==> src/rtl/wm_pkg.sv <==
package wm_pkg;
  localparam int CAUSE_W = 4;
  localparam int N_EVT = 8;

  typedef enum logic [1:0] {
    ST_IDLE  = 2'd0,
    ST_ARMED = 2'd1,
    ST_WAIT  = 2'd2
  } thr_st_e;

  localparam logic OP_MONITOR = 1'b0;
  localparam logic OP_WAIT    = 1'b1;

  localparam logic [CAUSE_W-1:0] CAUSE_UNARMED  = 4'd0;
  localparam logic [CAUSE_W-1:0] CAUSE_STORE    = 4'd1;
  localparam int                 CAUSE_EVT_BASE = 2;
endpackage

==> src/rtl/wm_range_cmp.sv <==
module wm_range_cmp #(
  parameter int          ADDR_W     = 32,
  parameter logic [15:0] SPAN_BYTES = 16'd64
) (
  input  logic [ADDR_W-1:0] addr,
  input  logic [ADDR_W-1:0] base,
  output logic              hit
);
  localparam logic [ADDR_W-1:0] SPAN_EXT = ADDR_W'(SPAN_BYTES);

  logic [ADDR_W-1:0] offset;

  always_comb begin
    offset = addr - base;
    hit    = offset < SPAN_EXT;
  end
endmodule

==> src/rtl/wm_cause_enc.sv <==
module wm_cause_enc
  import wm_pkg::*;
#(
  parameter int NE = N_EVT
) (
  input  logic [NE-1:0]      evt,
  output logic               any,
  output logic [CAUSE_W-1:0] cause
);
  always_comb begin
    any   = |evt;
    cause = CAUSE_UNARMED;
    for (int i = 0; i < NE; i++) begin
      if (evt[i]) cause = CAUSE_W'(CAUSE_EVT_BASE + i);
    end
  end
endmodule

==> src/rtl/wm_thread_fsm.sv <==
module wm_thread_fsm
  import wm_pkg::*;
#(
  parameter int          ADDR_W     = 32,
  parameter int          OPND_W     = 32,
  parameter logic [15:0] SPAN_BYTES = 16'd64
) (
  input  logic               clk,
  input  logic               rst_n,
  input  logic               cmd_fire,
  input  logic               cmd_op,
  input  logic [ADDR_W-1:0]  cmd_addr,
  input  logic [OPND_W-1:0]  cmd_ext,
  input  logic [OPND_W-1:0]  cmd_hint,
  input  logic               st_valid,
  input  logic [ADDR_W-1:0]  st_addr,
  input  logic [N_EVT-1:0]   evt,
  output logic               waiting,
  output logic               wake,
  output logic [CAUSE_W-1:0] cause,
  output logic               err
);
  thr_st_e              state_q, state_d;
  logic [ADDR_W-1:0]    base_q, base_d;
  logic                 pend_q, pend_d;
  logic                 wake_q, wake_d;
  logic [CAUSE_W-1:0]   cause_q, cause_d;
  logic                 err_q, err_d;

  logic                 in_win, st_hit, opnd_ok, cmd_take, ev_any, rst_evt;
  logic [CAUSE_W-1:0]   ev_cause;

  wm_range_cmp #(.ADDR_W(ADDR_W), .SPAN_BYTES(SPAN_BYTES)) u_win (
    .addr(st_addr), .base(base_q), .hit(in_win)
  );

  wm_cause_enc #(.NE(N_EVT)) u_enc (
    .evt(evt), .any(ev_any), .cause(ev_cause)
  );

  always_comb begin
    st_hit   = st_valid && in_win;
    opnd_ok  = (cmd_ext == '0) && (cmd_hint == '0);
    cmd_take = cmd_fire && opnd_ok;
    rst_evt  = evt[N_EVT-1];

    state_d = state_q;
    base_d  = base_q;
    pend_d  = pend_q;
    wake_d  = 1'b0;
    cause_d = cause_q;
    err_d   = cmd_fire && !opnd_ok && (state_q != ST_WAIT);

    if (rst_evt) begin
      state_d = ST_IDLE;
      pend_d  = 1'b0;
      if (state_q == ST_WAIT) begin
        wake_d  = 1'b1;
        cause_d = ev_cause;
      end
    end else if (state_q == ST_WAIT) begin
      if (ev_any) begin
        wake_d  = 1'b1;
        cause_d = ev_cause;
        state_d = ST_IDLE;
        pend_d  = 1'b0;
      end else if (st_hit) begin
        wake_d  = 1'b1;
        cause_d = CAUSE_STORE;
        state_d = ST_IDLE;
        pend_d  = 1'b0;
      end
    end else if (cmd_take) begin
      if (cmd_op == OP_MONITOR) begin
        state_d = ST_ARMED;
        base_d  = cmd_addr;
        pend_d  = 1'b0;
      end else if (state_q == ST_IDLE) begin
        wake_d  = 1'b1;
        cause_d = CAUSE_UNARMED;
      end else if (pend_q || st_hit) begin
        wake_d  = 1'b1;
        cause_d = CAUSE_STORE;
        state_d = ST_IDLE;
        pend_d  = 1'b0;
      end else begin
        state_d = ST_WAIT;
      end
    end else if ((state_q == ST_ARMED) && st_hit) begin
      pend_d = 1'b1;
    end
  end

  always_ff @(posedge clk) begin
    if (!rst_n) begin
      state_q <= ST_IDLE;
      base_q  <= '0;
      pend_q  <= 1'b0;
      wake_q  <= 1'b0;
      cause_q <= CAUSE_UNARMED;
      err_q   <= 1'b0;
    end else begin
      state_q <= state_d;
      base_q  <= base_d;
      pend_q  <= pend_d;
      wake_q  <= wake_d;
      cause_q <= cause_d;
      err_q   <= err_d;
    end
  end

  assign waiting = (state_q == ST_WAIT);
  assign wake    = wake_q;
  assign cause   = cause_q;
  assign err     = err_q;

  p_arm_clears_pend_r1: assert property (@(posedge clk) disable iff (!rst_n)
    $rose(state_q == ST_ARMED) |-> !pend_q);

  p_err_keeps_base_r2: assert property (@(posedge clk) disable iff (!rst_n)
    err_q |-> $stable(base_q));

  p_pend_needs_arm_r4: assert property (@(posedge clk) disable iff (!rst_n)
    pend_q |-> (state_q == ST_ARMED));

  p_event_wakes_r6: assert property (@(posedge clk) disable iff (!rst_n)
    ((state_q == ST_WAIT) && (|evt)) |=> (wake_q && (state_q == ST_IDLE)));

  p_wake_leaves_wait_r11: assert property (@(posedge clk) disable iff (!rst_n)
    wake_q |-> (state_q != ST_WAIT));
endmodule

==> src/rtl/wm_power_arb.sv <==
module wm_power_arb (
  input  logic [1:0] waiting,
  output logic       recombine,
  output logic       recombine_to,
  output logic       lp_req
);
  always_comb begin
    lp_req       = &waiting;
    recombine    = waiting[0] ^ waiting[1];
    recombine_to = waiting[0];
  end
endmodule

==> src/rtl/wake_monitor.sv <==
module wake_monitor
  import wm_pkg::*;
#(
  parameter int          ADDR_W     = 32,
  parameter int          OPND_W     = 32,
  parameter logic [15:0] SPAN_BYTES = 16'd64
) (
  input  logic               clk,
  input  logic               rst_n,
  input  logic               cmd_valid,
  output logic               cmd_ready,
  input  logic               cmd_thread,
  input  logic               cmd_op,
  input  logic [ADDR_W-1:0]  cmd_addr,
  input  logic [OPND_W-1:0]  cmd_ext,
  input  logic [OPND_W-1:0]  cmd_hint,
  input  logic               st_valid,
  input  logic [ADDR_W-1:0]  st_addr,
  input  logic [N_EVT-1:0]   evt_t0,
  input  logic [N_EVT-1:0]   evt_t1,
  output logic               wake_t0,
  output logic               wake_t1,
  output logic [CAUSE_W-1:0] cause_t0,
  output logic [CAUSE_W-1:0] cause_t1,
  output logic               cmd_err,
  output logic [1:0]         thr_waiting,
  output logic               recombine,
  output logic               recombine_to,
  output logic               lp_req
);
  localparam int N_THR = 2;

  logic [N_EVT-1:0]   evt_a   [N_THR];
  logic [N_THR-1:0]   wake_a;
  logic [CAUSE_W-1:0] cause_a [N_THR];
  logic [N_THR-1:0]   err_a;

  assign evt_a[0]  = evt_t0;
  assign evt_a[1]  = evt_t1;
  assign cmd_ready = !thr_waiting[cmd_thread];

  for (genvar t = 0; t < N_THR; t++) begin : g_thr
    logic fire;
    assign fire = cmd_valid && cmd_ready && (cmd_thread == 1'(t));

    wm_thread_fsm #(.ADDR_W(ADDR_W), .OPND_W(OPND_W), .SPAN_BYTES(SPAN_BYTES)) u_fsm (
      .clk      (clk),
      .rst_n    (rst_n),
      .cmd_fire (fire),
      .cmd_op   (cmd_op),
      .cmd_addr (cmd_addr),
      .cmd_ext  (cmd_ext),
      .cmd_hint (cmd_hint),
      .st_valid (st_valid),
      .st_addr  (st_addr),
      .evt      (evt_a[t]),
      .waiting  (thr_waiting[t]),
      .wake     (wake_a[t]),
      .cause    (cause_a[t]),
      .err      (err_a[t])
    );
  end

  wm_power_arb u_pwr (
    .waiting      (thr_waiting),
    .recombine    (recombine),
    .recombine_to (recombine_to),
    .lp_req       (lp_req)
  );

  assign wake_t0  = wake_a[0];
  assign wake_t1  = wake_a[1];
  assign cause_t0 = cause_a[0];
  assign cause_t1 = cause_a[1];
  assign cmd_err  = |err_a;

  p_no_accept_parked_r10: assert property (@(posedge clk) disable iff (!rst_n)
    (cmd_valid && cmd_ready) |-> !thr_waiting[cmd_thread]);

  p_recombine_target_r8: assert property (@(posedge clk) disable iff (!rst_n)
    recombine |-> !thr_waiting[recombine_to]);

  p_lp_exclusive_r9: assert property (@(posedge clk) disable iff (!rst_n)
    lp_req |-> !recombine);
endmodule

==> config.mk <==
export PLATFORM = sky130hd
export DESIGN_NAME = wake_monitor
export DESIGN_NICKNAME = d
export VERILOG_FILES = /design/src/rtl/wm_pkg.sv /design/src/rtl/wm_range_cmp.sv /design/src/rtl/wm_cause_enc.sv /design/src/rtl/wm_thread_fsm.sv /design/src/rtl/wm_power_arb.sv /design/src/rtl/wake_monitor.sv
export SDC_FILE = /design/constraint.sdc
export NUM_CORES = 1
export LEC_CHECK = 0
export BUFFER_PORTS_ARGS = -buffer_cell sky130_fd_sc_hd__buf_4
export CORE_ASPECT_RATIO = 1.5
export CORE_MARGIN = 2
export CORE_UTILIZATION = 49
export DETAILED_ROUTE_END_ITERATION = 8
export PLACE_DENSITY = 0.79
export SLEW_MARGIN = 20
export SYNTH_ARGS = -nofsm -noshare
export SYNTH_HDL_FRONTEND = slang
export SYNTH_SLANG_ARGS = --single-unit
==> constraint.sdc <==
create_clock -name clk -period 6.8 [get_ports clk]
set_input_delay 1.36 -clock clk [delete_from_list [all_inputs] [get_ports clk]]
set_output_delay 1.36 -clock clk [all_outputs]
set_load 0.005 [all_outputs]
==> results of run 1 <==
## critical path: cells and delay by family
family / cells / cell delay (ns)
adders and majority gates: 1 / 0.42
buffers and inverters: 1 / 0.12
and+or+nand+nor: 5 / 1.78
AOI/OAI and AO/OA: 6 / 1.14
## path summary, 6_finish.rpt
check                                                 to                                   start  cells past startpoint
hold reg to reg   g_thr[1].u_fsm.base_q[30]$_SDFFE_PN0P_  g_thr[1].u_fsm.base_q[30]$_SDFFE_PN0P_                      2
setup / recovery    g_thr[0].u_fsm.cause[3]$_SDFFE_PN0P_                             st_addr[15]                     13
hold / removal    g_thr[1].u_fsm.base_q[30]$_SDFFE_PN0P_  g_thr[1].u_fsm.base_q[30]$_SDFFE_PN0P_                      2
setup reg to reg    g_thr[0].u_fsm.cause[3]$_SDFFE_PN0P_  g_thr[0].u_fsm.base_q[15]$_SDFFE_PN0P_                     13
## power by group through the flow
stage          registers, mW  clock network [mW]  logic (mW)
4_1_cts                0.481               0.492       0.316
3_5_place_dp           0.492                   0       0.314
3_3_place_gp           0.492                   0       0.312
5_1_grt                0.480               0.513       0.349
6_report               0.481               0.483       0.321
2_1_floorplan          0.492                   0       0.184
## per-stage QoR
stage | utilization | total power [mW] | hold slack (ns)
after floorplan | - | 0.676 | 0.436
after global placement | 0.593 | 0.803 | 0.443
after detailed placement | 0.593 | 0.806 | 0.446
after CTS | 0.612 | 1.29 | 0.455
after global routing | 0.613 | 1.34 | 0.471
final | 0.613 | 1.29 | 0.453
## cell families (layout without fill, tap and decap cells)
| group | count (synthesis) | in the layout | share of synthesized area |
|---|---|---|---|
| other | 0 | 1 | 0 |
| multiplexers | 11 | 11 | 0.0157 |
| adder cells (fa/ha/maj) | 61 | 61 | 0.104 |
| AND/OR/NAND/NOR | 407 | 407 | 0.265 |
| flip-flops | 82 | 82 | 0.224 |
| XOR/XNOR | 25 | 25 | 0.0298 |
| buffers and inverters | 135 | 267 | 0.0729 |
| AO/OA/AOI/OAI | 325 | 325 | 0.289 |
## layout by cell type (no fill, tap or decap), drive strengths merged, types with 26 or more instances in the layout
cell   count
a21o      27
a21oi    136
buf      171
dfxtp     82
ha        61
inv       81
nand2    193
nand4     31
nor2      51
nor3      26
nor4      27
o21ai     41
## routing by layer
layer  up-vias  global-route usage  share of wire
met4         0               0.156          0.054
met3        88              0.0475          0.065
met1      3768               0.316           0.37
li1       4002                   -              -
met5         -                   0              0
met2       364               0.547           0.51
## cell type report
| class | instances | area [um2] | area share |
|---|---|---|---|
| multi-input cells | 829 | 5180 | 0.579 |
| flip-flops and latches | 82 | 1640 | 0.184 |
| repair buffers | 171 | 1280 | 0.144 |
| inverters | 81 | 304 | 0.0340 |
| well taps | 196 | 245 | 0.0274 |
| clock buffers | 10 | 229 | 0.0256 |
| clock inverters | 5 | 56.3 | 0.00630 |
| diodes | 1 | 2.50 | 0.000280 |
## state kept, by name (all words and copies together), names as in the netlist
register,cells
g_thr.u_fsm.base_q,64
g_thr.u_fsm.cause,8
g_thr.u_fsm.err,2
g_thr.u_fsm.pend_q,2
g_thr.u_fsm.state_q,4
g_thr.u_fsm.wake,2
## synth_stat cells (13+ instances only)
| master | n |
|---|---|
| a21o_1 | 27 |
| xnor2_1 | 16 |
| clkbuf_1 | 42 |
| a31oi_1 | 13 |
| inv_1 | 80 |
| a211oi_1 | 14 |
| o21a_1 | 17 |
| nor4_1 | 27 |
| dfxtp_1 | 82 |
| nand3_1 | 18 |
| a21oi_1 | 133 |
| ha_1 | 61 |
| nand2_1 | 193 |
| nor2_1 | 51 |
| nor3_1 | 25 |
| nand4_1 | 31 |
| o21ai_0 | 35 |
==> results by group, run 1 <==
Outcome
  • Outcome: finished clean

Yosys
  • Synth Area per Inst: 7.02 um2
  • Synthesized cell area: 0.00734 mm2
  • Synthesized instance count: 1,046
  • Ys flop type: dfxtp_1
  • Synth Warn #: 0
  • EDFF count, synth: 0
  • Yosys cell types: 80
  • Post-synth top area share: 0.224
  • Seq/Total Area, Yosys: 0.224
  • Post-synth ARST share: 0
  • Syn Nets: 1,257
  • Ranking of synthesized cells by area: dfxtp_1, ha_1, nand2_1
  • Synth area leader: dfxtp_1
  • Seq cells post-synth: 82

Worst setup path
  • Setup CP Type: primary input to flip-flop
  • Startpoint Class: primary input
  • Arrival @ worst endpoint: 4.83 ns
  • CP Max Fanout: 11
  • Slowest cell on the critical path: or4_1
  • Reg2reg setup slack: 2.89 ns
  • CP Data Required Time: 6.99 ns
  • CP max stage delay: 0.49 ns
  • Setup crit end kind: flip-flop
  • Ordered cell list for the critical path: buf_4 > ha_1 > a21oi_1 > o21ai_0 > or3_1 > nor3_2 > o21ai_1 > or4_1 > a22oi_1 > nand4_1 > and3_1 > a211oi_1 > o32ai_1

Clock tree
  • Clk slew on worst S/H paths: 0.06 ns
  • CTS Sinks: 82
  • Insertion delay to the later sink of the worst-skew pair: 0.33 ns
  • H-tree Lvls: 3
  • Post-CTS setup buffers: 0
  • Clock Tree Root: clkbuf_16
  • CTS tree: yes
  • Number of buffers on the longest clock path: 2
  • Resized cells post-CTS: 0
  • CTS Buf Count: 9
  • # hold bufs at CTS: 0

STA
  • Tcrit/Tclk final: 0.682
  • PnR worst setup slack: 2.16 ns
  • Final Skew: 0.00648 ns
  • Slew HR: 0.478
  • RSZ-0062 raised after global routing: false
  • Worst slew pin tran: 0.780 ns
  • Setup TNS: 0 ns
  • Period minus WS final: 4.64 ns
  • Slew Viols, Final: 0
  • Endpoints failing hold: 0
  • Final Setup Violations: 0
  • Max Freq: 216 MHz

Die
  • Die Ht: 154 um
  • Rows: 54
  • Placeable Area: 0.0146 mm2
  • # IOs: 167
  • Die area: 0.0160 mm2
  • DIE WIDTH: 104 um
  • Starting density of the core: 0.503

Global routing
  • Largest net degree at the start of global routing: 72
  • Vias in the first global route: 7,985
  • GRT Util Overall: 0.294
  • Grt total ovfl: 0
  • Initial antenna violation count: 1
  • First-pass GRT wire length: 38,400 um

Cells and area
  • Post-route cell area: 0.00894 mm2
  • # nets final: 1,385
  • Share of post-route cells with drive strength above 1: 0.187
  • Filler cell count: 1,431
  • Fin cells: 1,375
  • Layout overhead on the synthesized area: 21.8%

Flow run
  • Max Cap Viol: 0

Pwr
  • P_leak: 3.43 nW
  • Sequential Power Share: 0.374
  • Power share of the combinational group: 0.250
  • Net Sw Frac: 0.292
  • Clk pwr share: 0.376
  • Internal Power: 910 uW
  • Pwr dens: 144 mW/mm2
  • Psw: 375 uW
  • Highest ir drop seen on vdd: 0.000101 V

Placed design
  • DP Cell Count: 1,359
  • Post-DP HPWL: 19,400 um
  • Setup WS pre-CTS: 1.88 ns
  • Cell area after placement: 0.00865 mm2
  • Port Buffer Count: 166
  • RePlAce Congestion: 1.02

Drt
  • ANT nets after route: 0
  • Post-route DRC violation count: 0
  • DRT iter0 DRCs: 514
  • Drt total wl: 24,100 um
  • Wirelength per Cell: 17.5 um
  • Pre-antenna DRT Iters: 7
  • Routed vias/inst: 5.98
  • DR vias: 8,222

Worst hold path
  • Worst min-delay path class: flip-flop to flip-flop
No activity file was read; power rests on OpenSTA's default activity.
==> run 2: changes to the inputs <==
PLACE_DENSITY = 0.82   (was 0.79)
clock period = 3.73 ns   (was 6.8 ns; I/O delays follow)
==> run 2 against run 1 <==
Against the previous run:
- sequential power grew 82%
- worst setup slack lost 2.1 ns
- register-to-register slack lost 2.7 ns
- utilization grew 9.9 points
- critical path depth grew 2
- largest cell class unchanged
- power grew 100%
- flip-flop and latch count is the same
==> results by group, run 2 (synthesis results as in run 1) <==
Clock tree
  • # hold bufs at CTS: 0
  • Number of buffers on the longest clock path: 2
  • CTS Buf Count: 9
  • Clk slew on worst S/H paths: 0.07 ns
  • H-tree Lvls: 3
  • Insertion delay to the later sink of the worst-skew pair: 0.35 ns
  • CTS Sinks: 82
  • CTS tree: yes
  • Clock Tree Root: clkbuf_16

Cells and area
  • Most flops, register: g_thr.u_fsm.base_q
  • Max reg flops: 64
  • # nets final: 1,552
  • Layout overhead on the synthesized area: 41.5%
  • Share of post-route cells with drive strength above 1: 0.304
  • Commonest non-fill, non-tap cell in the layout: buf_4
  • Fin cells: 1,543
  • Post-route cell area: 0.0104 mm2
  • Most frequent cells in the layout: buf_4, nand2_1, a21oi_1
  • Filler cell count: 1,205

STA
  • Final Skew: 0.00990 ns
  • Worst slew pin tran: 0.767 ns
  • PnR worst setup slack: 0.0637 ns
  • Max Freq: 273 MHz
  • Slew HR: 0.488
  • Hold Worst Slack: 0.455 ns
  • Tcrit/Tclk final: 0.983
  • Slew Viols, Final: 0
  • Final Setup Violations: 0
  • Endpoints failing hold: 0
  • Period minus WS final: 3.67 ns

Pwr
  • P_leak: 4.27 nW
  • Highest ir drop seen on vdd: 0.000293 V
  • Final Total Pwr: 2.57 mW
  • Pwr dens: 247 mW/mm2

Worst setup path
  • Setup CP Type: primary input to flip-flop
  • Setup crit end kind: flip-flop
  • RR Startpoint: g_thr[1].u_fsm.base_q[8]$_SDFFE_PN0P_
  • Startpoint Class: primary input
  • Arrival @ worst endpoint: 3.86 ns
  • Reg-to-reg endpoint: g_thr[1].u_fsm.cause[3]$_SDFFE_PN0P_
  • R2R depth: 14
  • Reg2reg setup slack: 0.19 ns
  • CP Max Fanout: 3
  • CP Data Required Time: 3.92 ns

Drt
  • Drt total wl: 26,700 um
  • Pre-antenna DRT Iters: 6
  • Wirelength per Cell: 17.3 um
  • DRT iter0 DRCs: 617
  • ANT nets after route: 0
  • Post-route DRC violation count: 0
  • DR vias: 9,034
  • Routed vias/inst: 5.85

Global routing
  • GRT Util Overall: 0.321
  • Initial antenna violation count: 1
  • Vias in the first global route: 8,939
  • First-pass GRT wire length: 41,600 um
  • Grt total ovfl: 0
  • Largest net degree at the start of global routing: 42

Die
  • Rows: 54
  • DIE WIDTH: 104 um
  • Starting density of the core: 0.503
  • Placeable Area: 0.0146 mm2
  • Die Ht: 154 um
  • Die area: 0.0160 mm2
  • # IOs: 167

Worst hold path
  • Worst min-delay path class: flip-flop to flip-flop
  • Hold path endpoint: g_thr[1].u_fsm.base_q[18]$_SDFFE_PN0P_
  • Hold Path Depth: 2
  • Worst hold start: g_thr[1].u_fsm.base_q[18]$_SDFFE_PN0P_

Placed design
  • Port Buffer Count: 166
  • Setup WS pre-CTS: -0.242 ns
  • Post-DP HPWL: 21,100 um
  • DP Cell Count: 1,522
  • RePlAce Congestion: 0.971
  • Cell area after placement: 0.00989 mm2

Outcome
  • Outcome: finished clean

Flow run
  • Max Cap Viol: 0
run 2: cell count changes in the layout (fill, tap and decap cells not counted), sizes merged:
cell	before	now
clkinv	3	0
inv	81	86
buf	171	338
clkbuf	10	9
run 2: through the flow:
stage / TNS (ns) / util
floorplan: 0 / -
global placement: -1.45 / 0.678
detailed placement: -2.40 / 0.678
CTS: 0 / 0.699
global route: -0.526 / 0.712
finish: 0 / 0.712
run 2: layout make-up:
cell class                      instances  area [um2]  share of cell area
Multi-Input combinational cell        829        5330               0.513
Tap cell                              196         245              0.0236
Clock buffer                            9         225              0.0217
Inverter                               81         304              0.0293
Antenna cell                            1        2.50            0.000241
Clock inverter                          7        83.8             0.00807
Sequential cell                        82        1640               0.158
Timing Repair Buffer                  338        2550               0.246
run 2: worst max path at each step:
stage,startpoint,to,slack [ns]
4_1_cts,st_addr[9],g_thr[1].u_fsm.cause[0]$_SDFFE_PN0P_,0.06
3_5_place_dp,st_addr[2],g_thr[1].u_fsm.cause[0]$_SDFFE_PN0P_,-0.24
5_1_grt,st_addr[8],g_thr[1].u_fsm.cause[3]$_SDFFE_PN0P_,-0.1
3_3_place_gp,st_addr[11],g_thr[0].u_fsm.cause[0]$_SDFFE_PN0P_,-0.17
2_1_floorplan,st_addr[13],g_thr[0].u_fsm.cause[3]$_SDFFE_PN0P_,0.10
6_report,st_addr[7],g_thr[1].u_fsm.cause[3]$_SDFFE_PN0P_,0.06
run 2: timing repair:
item                                    CTS  global route
gates resized for setup                   0            27
setup buffers                             0             4
endpoints found under the setup margin    0            11
run 2: report_power, final:
group,switching [mW],internal (mW)
clock network,0.418,0.534
registers,0.000202,0.876
logic,0.357,0.380
total,0.776,1.79
run 2: layer usage:
metal | share of wire | global-route usage | vias up
met5 | 0 | 0 | -
met4 | 0.055 | 0.192 | 0
met3 | 0.056 | 0.0428 | 92
met2 | 0.52 | 0.600 | 425
met1 | 0.37 | 0.338 | 4174
li1 | - | - | 4343
run 2: critical path: stages:
cell and delay (ns):
buf_4 0.12, buf_4 0.12, ha_1 0.21, a21oi_1 0.27, o21ai_1 0.15, a21o_1 0.20, a21oi_1 0.20, o21a_2 0.23
o211ai_1 0.13, mux2i_1 0.16, or4_4 0.59, nor4b_4 0.38, buf_4 0.19, o21a_1 0.12, a211oi_2 0.05
